## config.mk

```make
export PLATFORM = sky130hd
export DESIGN_NAME = pdma_engine
export DESIGN_NICKNAME = d
export VERILOG_FILES = /design/src/rtl/pdma_pkg.sv /design/src/rtl/pdma_dir_unit.sv /design/src/rtl/pdma_arbiter.sv /design/src/rtl/pdma_sequencer.sv /design/src/rtl/pdma_engine.sv
export SDC_FILE = /design/constraint.sdc
export NUM_CORES = 2
export LEC_CHECK = 0
export ABC_CLOCK_PERIOD_IN_PS = 9100
export BUFFER_PORTS_ARGS = -buffer_cell sky130_fd_sc_hd__buf_2
export CORE_MARGIN = 4
export CORE_UTILIZATION = 30
export DETAILED_ROUTE_END_ITERATION = 12
export PLACE_DENSITY = 0.57
export SLEW_MARGIN = 20
export SYNTH_ARGS = -nofsm -noshare
export SYNTH_HDL_FRONTEND = slang
export SYNTH_SLANG_ARGS = --single-unit
```

## constraint.sdc

```tcl
create_clock -name clk -period 9.1 [get_ports clk]
set_input_delay 1.82 -clock clk [delete_from_list [all_inputs] [get_ports clk]]
set_output_delay 1.82 -clock clk [all_outputs]
set_load 0.02 [all_outputs]
```

## src/rtl/pdma_pkg.sv

```systemverilog
package pdma_pkg;

    localparam int ADDR_W = 32;
    localparam int DATA_W = 32;

    // register field selected by a configuration write
    typedef enum logic [2:0] {
        FLD_CUR_PTR = 3'd0,
        FLD_CUR_CNT = 3'd1,
        FLD_NXT_PTR = 3'd2,
        FLD_NXT_CNT = 3'd3,
        FLD_CTRL    = 3'd4,
        FLD_SIZE    = 3'd5
    } field_e;

    typedef enum logic {
        SEQ_IDLE  = 1'b0,
        SEQ_WRITE = 1'b1
    } seq_state_e;

    // pending receive word waiting for its memory write
    typedef struct packed {
        logic [ADDR_W-1:0] addr;
        logic [DATA_W-1:0] data;
    } rx_hold_t;

    localparam int CTRL_ON_BIT  = 0;
    localparam int CTRL_OFF_BIT = 1;

    function automatic logic [ADDR_W-1:0] size_bytes(input logic [1:0] code);
        case (code)
            2'd0:    size_bytes = ADDR_W'(1);
            2'd1:    size_bytes = ADDR_W'(2);
            default: size_bytes = ADDR_W'(4);
        endcase
    endfunction

endpackage

```

## src/rtl/pdma_dir_unit.sv

```systemverilog
module pdma_dir_unit
    import pdma_pkg::*;
#(
    parameter int CNT_W = 16
) (
    input  logic              clk,
    input  logic              rst,
    input  logic              wr_en,
    input  field_e            wr_field,
    input  logic [DATA_W-1:0] wr_data,
    input  logic              step,
    output logic [ADDR_W-1:0] cur_ptr,
    output logic              eligible,
    output logic              end_flag,
    output logic              drained_flag
);

    logic [CNT_W-1:0]  cur_cnt;
    logic [ADDR_W-1:0] nxt_ptr;
    logic [CNT_W-1:0]  nxt_cnt;
    logic              enabled;
    logic [1:0]        size_code;
    logic [ADDR_W-1:0] stride;

    assign stride = size_bytes(size_code);

    always_ff @(posedge clk) begin
        if (rst) begin
            cur_ptr   <= '0;
            cur_cnt   <= '0;
            nxt_ptr   <= '0;
            nxt_cnt   <= '0;
            enabled   <= 1'b0;
            size_code <= 2'd2;
        end else begin
            if (step) begin
                cur_ptr <= cur_ptr + stride;
                cur_cnt <= cur_cnt - CNT_W'(1);
            end else if (cur_cnt == '0 && nxt_cnt != '0) begin
                cur_ptr <= nxt_ptr;
                cur_cnt <= nxt_cnt;
                nxt_cnt <= '0;
            end
            if (wr_en) begin
                case (wr_field)
                    FLD_CUR_PTR: cur_ptr <= wr_data;
                    FLD_CUR_CNT: cur_cnt <= wr_data[CNT_W-1:0];
                    FLD_NXT_PTR: nxt_ptr <= wr_data;
                    FLD_NXT_CNT: nxt_cnt <= wr_data[CNT_W-1:0];
                    FLD_CTRL: begin
                        if (wr_data[CTRL_OFF_BIT])
                            enabled <= 1'b0;
                        else if (wr_data[CTRL_ON_BIT])
                            enabled <= 1'b1;
                    end
                    FLD_SIZE: size_code <= wr_data[1:0];
                    default: ;
                endcase
            end
        end
    end

    assign eligible     = enabled && (cur_cnt != '0);
    assign end_flag     = (cur_cnt == '0);
    assign drained_flag = (cur_cnt == '0) && (nxt_cnt == '0);

    AST_NO_STEP_WHEN_EMPTY: assert property (@(posedge clk) disable iff (rst)
        step |-> cur_cnt != '0);

    AST_STEP_ADVANCE: assert property (@(posedge clk) disable iff (rst)
        (step && !wr_en) |=> (cur_cnt == $past(cur_cnt) - CNT_W'(1))
                          && (cur_ptr == $past(cur_ptr) + $past(stride)));

    AST_HANDOVER: assert property (@(posedge clk) disable iff (rst)
        (cur_cnt == '0 && nxt_cnt != '0 && !wr_en)
            |=> (cur_cnt == $past(nxt_cnt)) && (cur_ptr == $past(nxt_ptr))
                && (nxt_cnt == '0));

endmodule

```

## src/rtl/pdma_arbiter.sv

```systemverilog
module pdma_arbiter #(
    parameter int REQS = 6,
    localparam int IW = (REQS > 1) ? $clog2(REQS) : 1
) (
    input  logic            clk,
    input  logic            rst,
    input  logic [REQS-1:0] req,
    output logic            gnt_valid,
    output logic [IW-1:0]   gnt_idx
);

    logic [REQS-1:0] gnt_vec;

    // highest index wins: receive slots sit above transmit slots
    always_comb begin
        gnt_valid = 1'b0;
        gnt_idx   = '0;
        gnt_vec   = '0;
        for (int k = 0; k < REQS; k++) begin
            if (req[k]) begin
                gnt_valid = 1'b1;
                gnt_idx   = IW'(k);
                gnt_vec   = '0;
                gnt_vec[k] = 1'b1;
            end
        end
    end

    AST_ONE_GRANT: assert property (@(posedge clk) disable iff (rst)
        $onehot0(gnt_vec));

    AST_GRANT_IS_REQUESTED: assert property (@(posedge clk) disable iff (rst)
        gnt_valid |-> ((gnt_vec & req) == gnt_vec) && (gnt_vec != '0));

endmodule

```

## src/rtl/pdma_sequencer.sv

```systemverilog
module pdma_sequencer
    import pdma_pkg::*;
#(
    parameter int NUM_CH = 3,
    localparam int REQS = 2 * NUM_CH,
    localparam int IW = $clog2(REQS)
) (
    input  logic              clk,
    input  logic              rst,
    input  logic              gnt_valid,
    input  logic [IW-1:0]     gnt_idx,
    input  logic [ADDR_W-1:0] sel_ptr,
    input  logic [DATA_W-1:0] sel_rdata,
    output logic              mem_req,
    output logic              mem_we,
    output logic [ADDR_W-1:0] mem_addr,
    output logic [DATA_W-1:0] mem_wdata,
    output logic [REQS-1:0]   step_vec,
    output logic [REQS-1:0]   ack_vec
);

    seq_state_e state, state_nx;
    rx_hold_t   hold;
    logic [IW-1:0] hold_idx;
    logic       take_rx;

    assign take_rx = (state == SEQ_IDLE) && gnt_valid && (int'(gnt_idx) >= NUM_CH);

    always_comb begin
        state_nx  = state;
        mem_req   = 1'b0;
        mem_we    = 1'b0;
        mem_addr  = '0;
        mem_wdata = '0;
        step_vec  = '0;
        ack_vec   = '0;
        if (state == SEQ_IDLE) begin
            if (gnt_valid) begin
                for (int k = 0; k < REQS; k++)
                    ack_vec[k] = (k == int'(gnt_idx));
                if (int'(gnt_idx) < NUM_CH) begin
                    mem_req  = 1'b1;
                    mem_addr = sel_ptr;
                    step_vec = ack_vec;
                end else begin
                    state_nx = SEQ_WRITE;
                end
            end
        end else begin
            mem_req   = 1'b1;
            mem_we    = 1'b1;
            mem_addr  = hold.addr;
            mem_wdata = hold.data;
            for (int k = 0; k < REQS; k++)
                step_vec[k] = (k == int'(hold_idx));
            state_nx  = SEQ_IDLE;
        end
    end

    always_ff @(posedge clk) begin
        if (rst) begin
            state    <= SEQ_IDLE;
            hold     <= '0;
            hold_idx <= '0;
        end else begin
            state <= state_nx;
            if (take_rx) begin
                hold.addr <= sel_ptr;
                hold.data <= sel_rdata;
                hold_idx  <= gnt_idx;
            end
        end
    end

    AST_RX_WRITE_NEXT: assert property (@(posedge clk) disable iff (rst)
        (|ack_vec[REQS-1:NUM_CH]) |=> mem_req && mem_we
                                      && (step_vec == $past(ack_vec))
                                      && (ack_vec == '0));

    AST_TX_READ: assert property (@(posedge clk) disable iff (rst)
        (|ack_vec[NUM_CH-1:0]) |-> mem_req && !mem_we && (mem_addr == sel_ptr));

endmodule

```

## src/rtl/pdma_engine.sv

```systemverilog
module pdma_engine
    import pdma_pkg::*;
#(
    parameter int NUM_CH = 3,
    parameter int CNT_W  = 16,
    localparam int CHW  = (NUM_CH > 1) ? $clog2(NUM_CH) : 1,
    localparam int REQS = 2 * NUM_CH,
    localparam int IW   = $clog2(REQS)
) (
    input  logic                     clk,
    input  logic                     rst,
    input  logic                     cfg_we,
    input  logic [CHW-1:0]           cfg_chan,
    input  logic                     cfg_dir,
    input  logic [2:0]               cfg_sel,
    input  logic [DATA_W-1:0]        cfg_wdata,
    input  logic [NUM_CH-1:0]        tx_req,
    input  logic [NUM_CH-1:0]        rx_req,
    input  logic [NUM_CH*DATA_W-1:0] per_rdata,
    output logic [NUM_CH-1:0]        tx_ack,
    output logic [NUM_CH-1:0]        rx_ack,
    output logic [DATA_W-1:0]        tx_data,
    output logic                     mem_req,
    output logic                     mem_we,
    output logic [ADDR_W-1:0]        mem_addr,
    output logic [DATA_W-1:0]        mem_wdata,
    input  logic [DATA_W-1:0]        mem_rdata,
    output logic [NUM_CH-1:0]        tx_end,
    output logic [NUM_CH-1:0]        tx_drained,
    output logic [NUM_CH-1:0]        rx_end,
    output logic [NUM_CH-1:0]        rx_drained
);

    logic [ADDR_W-1:0] ptr_all [REQS];
    logic [REQS-1:0]   elig_all;
    logic [REQS-1:0]   req_all;
    logic [REQS-1:0]   step_vec;
    logic [REQS-1:0]   ack_vec;
    logic              gnt_valid;
    logic [IW-1:0]     gnt_idx;
    logic [ADDR_W-1:0] sel_ptr;
    logic [DATA_W-1:0] sel_rdata;
    field_e            wr_field;

    assign wr_field = field_e'(cfg_sel);

    // slot k < NUM_CH is transmit of channel k, slot NUM_CH+k is receive of channel k
    for (genvar g = 0; g < NUM_CH; g++) begin : g_ch
        pdma_dir_unit #(.CNT_W(CNT_W)) u_tx (
            .clk          (clk),
            .rst          (rst),
            .wr_en        (cfg_we && !cfg_dir && (cfg_chan == CHW'(g))),
            .wr_field     (wr_field),
            .wr_data      (cfg_wdata),
            .step         (step_vec[g]),
            .cur_ptr      (ptr_all[g]),
            .eligible     (elig_all[g]),
            .end_flag     (tx_end[g]),
            .drained_flag (tx_drained[g])
        );
        pdma_dir_unit #(.CNT_W(CNT_W)) u_rx (
            .clk          (clk),
            .rst          (rst),
            .wr_en        (cfg_we && cfg_dir && (cfg_chan == CHW'(g))),
            .wr_field     (wr_field),
            .wr_data      (cfg_wdata),
            .step         (step_vec[NUM_CH+g]),
            .cur_ptr      (ptr_all[NUM_CH+g]),
            .eligible     (elig_all[NUM_CH+g]),
            .end_flag     (rx_end[g]),
            .drained_flag (rx_drained[g])
        );
    end

    assign req_all = {rx_req, tx_req} & elig_all;

    pdma_arbiter #(.REQS(REQS)) u_arb (
        .clk       (clk),
        .rst       (rst),
        .req       (req_all),
        .gnt_valid (gnt_valid),
        .gnt_idx   (gnt_idx)
    );

    always_comb begin
        sel_ptr   = '0;
        sel_rdata = '0;
        for (int k = 0; k < REQS; k++)
            if (k == int'(gnt_idx)) sel_ptr = ptr_all[k];
        for (int c = 0; c < NUM_CH; c++)
            if (NUM_CH + c == int'(gnt_idx)) sel_rdata = per_rdata[c*DATA_W +: DATA_W];
    end

    pdma_sequencer #(.NUM_CH(NUM_CH)) u_seq (
        .clk       (clk),
        .rst       (rst),
        .gnt_valid (gnt_valid),
        .gnt_idx   (gnt_idx),
        .sel_ptr   (sel_ptr),
        .sel_rdata (sel_rdata),
        .mem_req   (mem_req),
        .mem_we    (mem_we),
        .mem_addr  (mem_addr),
        .mem_wdata (mem_wdata),
        .step_vec  (step_vec),
        .ack_vec   (ack_vec)
    );

    assign tx_ack  = ack_vec[NUM_CH-1:0];
    assign rx_ack  = ack_vec[REQS-1:NUM_CH];
    assign tx_data = mem_rdata;

    AST_ACK_ONLY_REQUESTED: assert property (@(posedge clk) disable iff (rst)
        ((tx_ack & ~tx_req) == '0) && ((rx_ack & ~rx_req) == '0));

endmodule

```

## After elaboration in Yosys (flattened, before gate mapping)

Index checks and enable logic that the tools add are counted.

- Add/subtract/negate cells: 12
- Order comparisons: 2
- Equality and inequality tests: 23
- Mux-type cells: 114
- Bitwise operators: 3
- Reduce and logical (&&, ||, !) cells: 83

Operator list:

| kind | number |
|---|---|
| 32-bit 2-to-1 mux | 37 |
| 16-bit 2-to-1 mux | 48 |
| 32-bit by 3-bit adder with 32-bit output | 6 |
| 16-bit zero test | 12 |
| 16-bit nonzero test | 12 |
| 16-bit by 1-bit subtractor with 16-bit output, second input constant | 6 |
| 3-bit case mux with 2 select lines | 6 |
| 6-bit 2-to-1 mux | 5 |
| 1-bit logical AND | 28 |
| 3-bit equality test, first input constant | 8 |
| 2-bit AND reduction | 12 |
| 3-bit AND reduction | 6 |
| 2-bit by 1-bit equality test with 1-bit output, second input constant | 7 |
| 2-bit zero test | 7 |
| 1-bit 2-to-1 mux | 14 |
| 3-bit zero test | 3 |
| 6-bit bitwise AND | 1 |
| 2-bit by 3-bit equality test with 1-bit output, first input constant | 2 |
| 3-bit by 2-bit equality test with 1-bit output, second input constant | 2 |
| 3-bit equality test, second input constant | 2 |
| 3-bit 2-to-1 mux | 2 |
| 2-bit 2-to-1 mux | 2 |
| 3-bit by 1-bit equality test with 1-bit output, second input constant | 1 |
| 3-bit by 2-bit greater-or-equal comparator with 1-bit output, second input constant | 1 |
| 6 further kinds | 7 |

- Register bits after elaboration: 662
- Input bits: 175
- Output and inout port bits: 116

## Longest topological paths before layout

- Word-level depth: 18
- Gate-level depth with buffers: 12

## Modules after synthesis

A second synthesis with hierarchy kept.

- Cell total of the unflattened synthesis: 4825
- Area, all modules: 37760.0 um^2

By module, submodules not included:

| module | times used | cells each | area each (um^2) | sequential area each (um^2) |
|---|---|---|---|---|
| pdma_dir_unit at g_ch[0].u_tx ... | 3 | 674 | 5235.0 | 1981.9 |
| pdma_dir_unit at g_ch[0].u_rx | 1 | 689 | 5534.1 | 1981.9 |
| pdma_dir_unit at g_ch[2].u_tx | 1 | 676 | 5362.6 | 1981.9 |
| pdma_dir_unit at g_ch[2].u_rx | 1 | 632 | 4998.5 | 1981.9 |
| pdma_sequencer | 1 | 411 | 3354.5 | 1361.3 |
| pdma_engine | 1 | 387 | 2763.9 | 0.0 |
| pdma_arbiter | 1 | 8 | 41.3 | 0.0 |

## Least setup slack after synthesis

Ideal clock, no wire load.

- Kind: input to output
- Start point: input port rx_req[0]
- End point: output port mem_addr[11]
- Arrival: 3781 ps
- Setup slack: 3499 ps
- Stages: 9
- Buffers on the path: 4
- Cells stage by stage: and2_1 -> clkbuf_1 -> a22o_1 -> buf_6 -> nor4_4 -> buf_4 -> buf_2 -> a211oi_1 -> o21ai_0

- Cells in the longest elaborated chain, start to end: 14

RTL lines:

| item | RTL line | RTL |
|---|---|---|
| start, declared | pdma_engine.sv:18 | `input logic [NUM_CH-1:0] rx_req,` |
| 6-bit bitwise AND * | pdma_engine.sv:75 | `assign req_all = {rx_req, tx_req} & elig_all;` |
| 2-bit 2-to-1 mux | pdma_arbiter.sv:20 | `if (req[k]) begin` |
| 3-bit 2-to-1 mux (2 in series) | pdma_arbiter.sv:20 |  |
| 3-bit zero test | pdma_engine.sv:89 | `if (k == int'(gnt_idx)) sel_ptr = ptr_all[k];` |
| 32-bit 2-to-1 mux (6 in series) | pdma_engine.sv:89 |  |
| 32-bit 2-to-1 mux | pdma_sequencer.sv:41 | `if (int'(gnt_idx) < NUM_CH) begin` |
| 32-bit 2-to-1 mux * | pdma_sequencer.sv:38 | `if (gnt_valid) begin` |
| 32-bit 2-to-1 mux * | pdma_sequencer.sv:37 | `if (state == SEQ_IDLE) begin` |
| end, declared | pdma_engine.sv:25 | `output logic [ADDR_W-1:0] mem_addr,` |

Mark *: on every way between the ends. The rest lies on a longest branch, timed or not.

## Final worst setup path

- Start point: input port rx_req[0]
- End point: output port mem_addr[29]

Same word-level chain as after synthesis.

==> impl_metrics.json <==
{
  "synthArstFlopShare_pct": 0,
  "ys_ff_latch": 662,
  "worst_setup_path_start_kind": "input port",
  "cp.arrival_ps": 5410,
  "min_path_type": "reg -> reg",
  "dpl.hpwl_mm": 116,
  "yosysUniqueCellTypes": 100,
  "io_pins": 291,
  "cap_violations": 0,
  "clockPowerShare_pct": 44.4,
  "core-area_um2": 117000,
  "totalWireLength_mm": 168,
  "power.internal_mw": 4.95,
  "worstSetupPathType": "in -> out",
  "ant_nets": 0,
  "ys_warn_count": 0,
  "seq_area_frac_synth_pct": 37.4,
  "switchingPower_mw": 1.96,
  "drt_iter0_drc": 4838,
  "cts_tree": "built",
  "postLayoutCellArea_um2": 40000,
  "routed-via-count": 37900,
  "wl_per_cell_um": 26.7,
  "drc": 0,
  "cts_setup_buffers": 0,
  "grt_pass1_vias": 34000,
  "clk_latency_ps": 630,
  "holdBufCountCts": 0,
  "synthTopCellsByArea": "dfxtp_1 (37%), nand2_1 (9.9%), a21oi_1 (7.9%)",
  "clock_skew_ps": 27.9,
  "avgSynthCellArea_um2": 7.48,
  "synth_top_family_by_area": "compound AO/OA/AOI/OAI gates",
  "finalHoldViolations": 0,
  "tightest_slew_ps": 1140,
  "p_per_area_nw_per_um2": 173,
  "fin_setup_tns_ps": 0,
  "clk_path_buf_depth": 3,
  "cp.required_ps": 7280,
  "ys.flop_type": "dfxtp_1",
  "synth_simple_gate_area_share_pct": 26.4,
  "globalplace.congestion": 0.995,
  "cts_sinks": 662,
  "crit_fanout": 38,
  "place_area_um2": 37500,
  "p_sw_share_pct": 28.4,
  "syn_inst": 4743,
  "hold_depth": 2,
  "max_freq_mhz": 138,
  "slew_headroom_pct": 24.1,
  "place.port_buffers": 226,
  "setup_viol": 0,
  "synth_mux_area_share_pct": 1.51,
  "synth_edf_count": 0,
  "rsz0062_at_grt": "no",
  "cts-root-buf": "clkbuf_16",
  "syn-cell-area_um2": 35500,
  "viasPerCell": 6.02,
  "leakagePower_nw": 13.5,
  "cts.clk_slew.worst_paths_ps": 60,
  "combPwrFrac_pct": 10.6,
  "report.final.slew_viol_count": 0,
  "ff2ff_path_depth": 10,
  "antenna_found_initial": 24,
  "die_h_um": 352,
  "rows": 125,
  "die-area_um2": 124000,
  "ff2ff_setup_slack_ps": 5110,
  "ctsResizeCount": 0,
  "yosysTopAreaCell": "dfxtp_1",
  "critPathCaptureType": "output port",
  "yosysTopAreaCellShare_pct": 37.4,
  "numCtsBuffers": 76,
  "grt_max_degree": 173,
  "h-tree-depth": 3,
  "die_w_um": 352,
  "final.min_clock_period_ps": 7230,
  "synthXorXnorAreaFrac_pct": 0.815,
  "synth_fa_ha_area_share_pct": 1.18,
  "dr.pass1.iters": 8,
  "grt_use_total_pct": 25.9,
  "post-route-period-util_pct": 79.4,
  "nNetsFinal": 4914,
  "outcome": "completed",
  "power_frac_seq_pct": 45.0,
  "start_util_pct": 30.4,
  "synth_compound_area_share_pct": 27.0,
  "grt_pass1_wl_mm": 240,
  "drive_gt1_share_pct": 11.2,
  "ir_drop_mv": 0.124,
  "area_growth_pct": 12.7,
  "grt_overflow_total": 0,
  "synthesis.nets": 4948
}
synth_stat cells, types with 61 or more instances:
library cell  number
nor3_1           105
nand2_1          932
a21oi_1          562
nor4_1            74
o21ai_0          204
inv_1             61
dfxtp_1          662
o211ai_1          92
nor2_1           335
nand3_1          210
clkbuf_1         347
nand4_1           71
a211oi_1         102
cells by family after synthesis:
group	after synthesis
adders and majority gates	30
muxes	50
xor gates and xnor gates	33
DFF	662
buffers and inverters	490
and+or+nand+nor	2018
AOI/OAI and AO/OA	1460
flip-flops by register name, indices dropped and copies added, names as in the netlist, 64 cells and up:
register and count:
g_ch.u_rx.nxt_ptr 96, g_ch.u_tx.nxt_ptr 96, u_seq.hold 64, g_ch.u_tx.cur_ptr 96, g_ch.u_rx.cur_ptr 96
power groups by stage:
stage	Clock, mW	Combinational, mW	Sequential, mW
global route	3.21	0.773	3.11
finish	3.07	0.735	3.11
detailed placement	0	0.717	3.16
CTS	3.10	0.720	3.10
floorplan	0	0.462	3.08
global placement	0	0.714	3.16
worst paths after layout:
check	from	end
setup reg to reg	g_ch[1].u_rx.cur_cnt[0]$_SDFF_PP0_	u_seq.hold[47]$_SDFFE_PP0P_
setup / recovery	rx_req[0]	mem_addr[29]
hold / removal	u_seq.hold[12]$_SDFFE_PP0P_	u_seq.hold[12]$_SDFFE_PP0P_
hold reg to reg	u_seq.hold[12]$_SDFFE_PP0P_	u_seq.hold[12]$_SDFFE_PP0P_
cell usage in the layout (no fill, tap or decap), drive strengths merged, types with 38 or more instances in the layout:
cell type  netlist  routed
nand2          933     933
nor4            82      82
buf             73     312
inv             61      62
and2            63      63
nand3          212     212
nor2           335     335
nand4           73      73
and3            54      54
or3             38      38
dfxtp          662     662
o21ai          209     209
a311oi          54      54
clkbuf         351     114
o211ai          92      92
o22ai           50      50
a21oi          562     562
a211oi         105     105
nor3           107     107
stage by stage:
step / power [mW] / hold WS, ps / setup slack, ps / instances / util [%]
2_1_floorplan: 3.54 / 432 / 3500 / 4743 / -
3_3_place_gp: 3.88 / 438 / 1910 / 6155 / 32.1
3_5_place_dp: 3.88 / 443 / 2020 / 6155 / 32.1
4_1_cts: 6.92 / 451 / 2010 / 6287 / 34.2
5_1_grt: 7.09 / 466 / 1820 / 6289 / 34.2
6_report: 6.91 / 448 / 1870 / 6294 / 34.2
layout make-up:
cell class,instances,area [um2]
multi-input cells,3591,20300
clock buffers,114,2270
repair buffers,312,1800
diodes,7,17.5
fillers,12300,76800
flip-flops and latches,662,13300
well taps,1524,1910
inverters,66,248
clock inverters,18,149
critical path, cell delays in order:
cell      delay (ps)
buf_2            170
and2_1           390
a22o_2           650
a211oi_1         650
nand2_1          730
o21ai_0          700
buf_2            270
per-layer routing:
layer | share of wire (%) | vias up | GRT usage [%] | routed length [um]
met5 | 0.082 | - | 0 | 138
met4 | 4.9 | 16 | 11.6 | 8290
met3 | 11 | 363 | 5.77 | 19200
met2 | 42 | 2152 | 39.0 | 70200
met1 | 42 | 18100 | 35.3 | 70400
li1 | - | 17200 | - | -
Power figures use the tool's default switching activity.
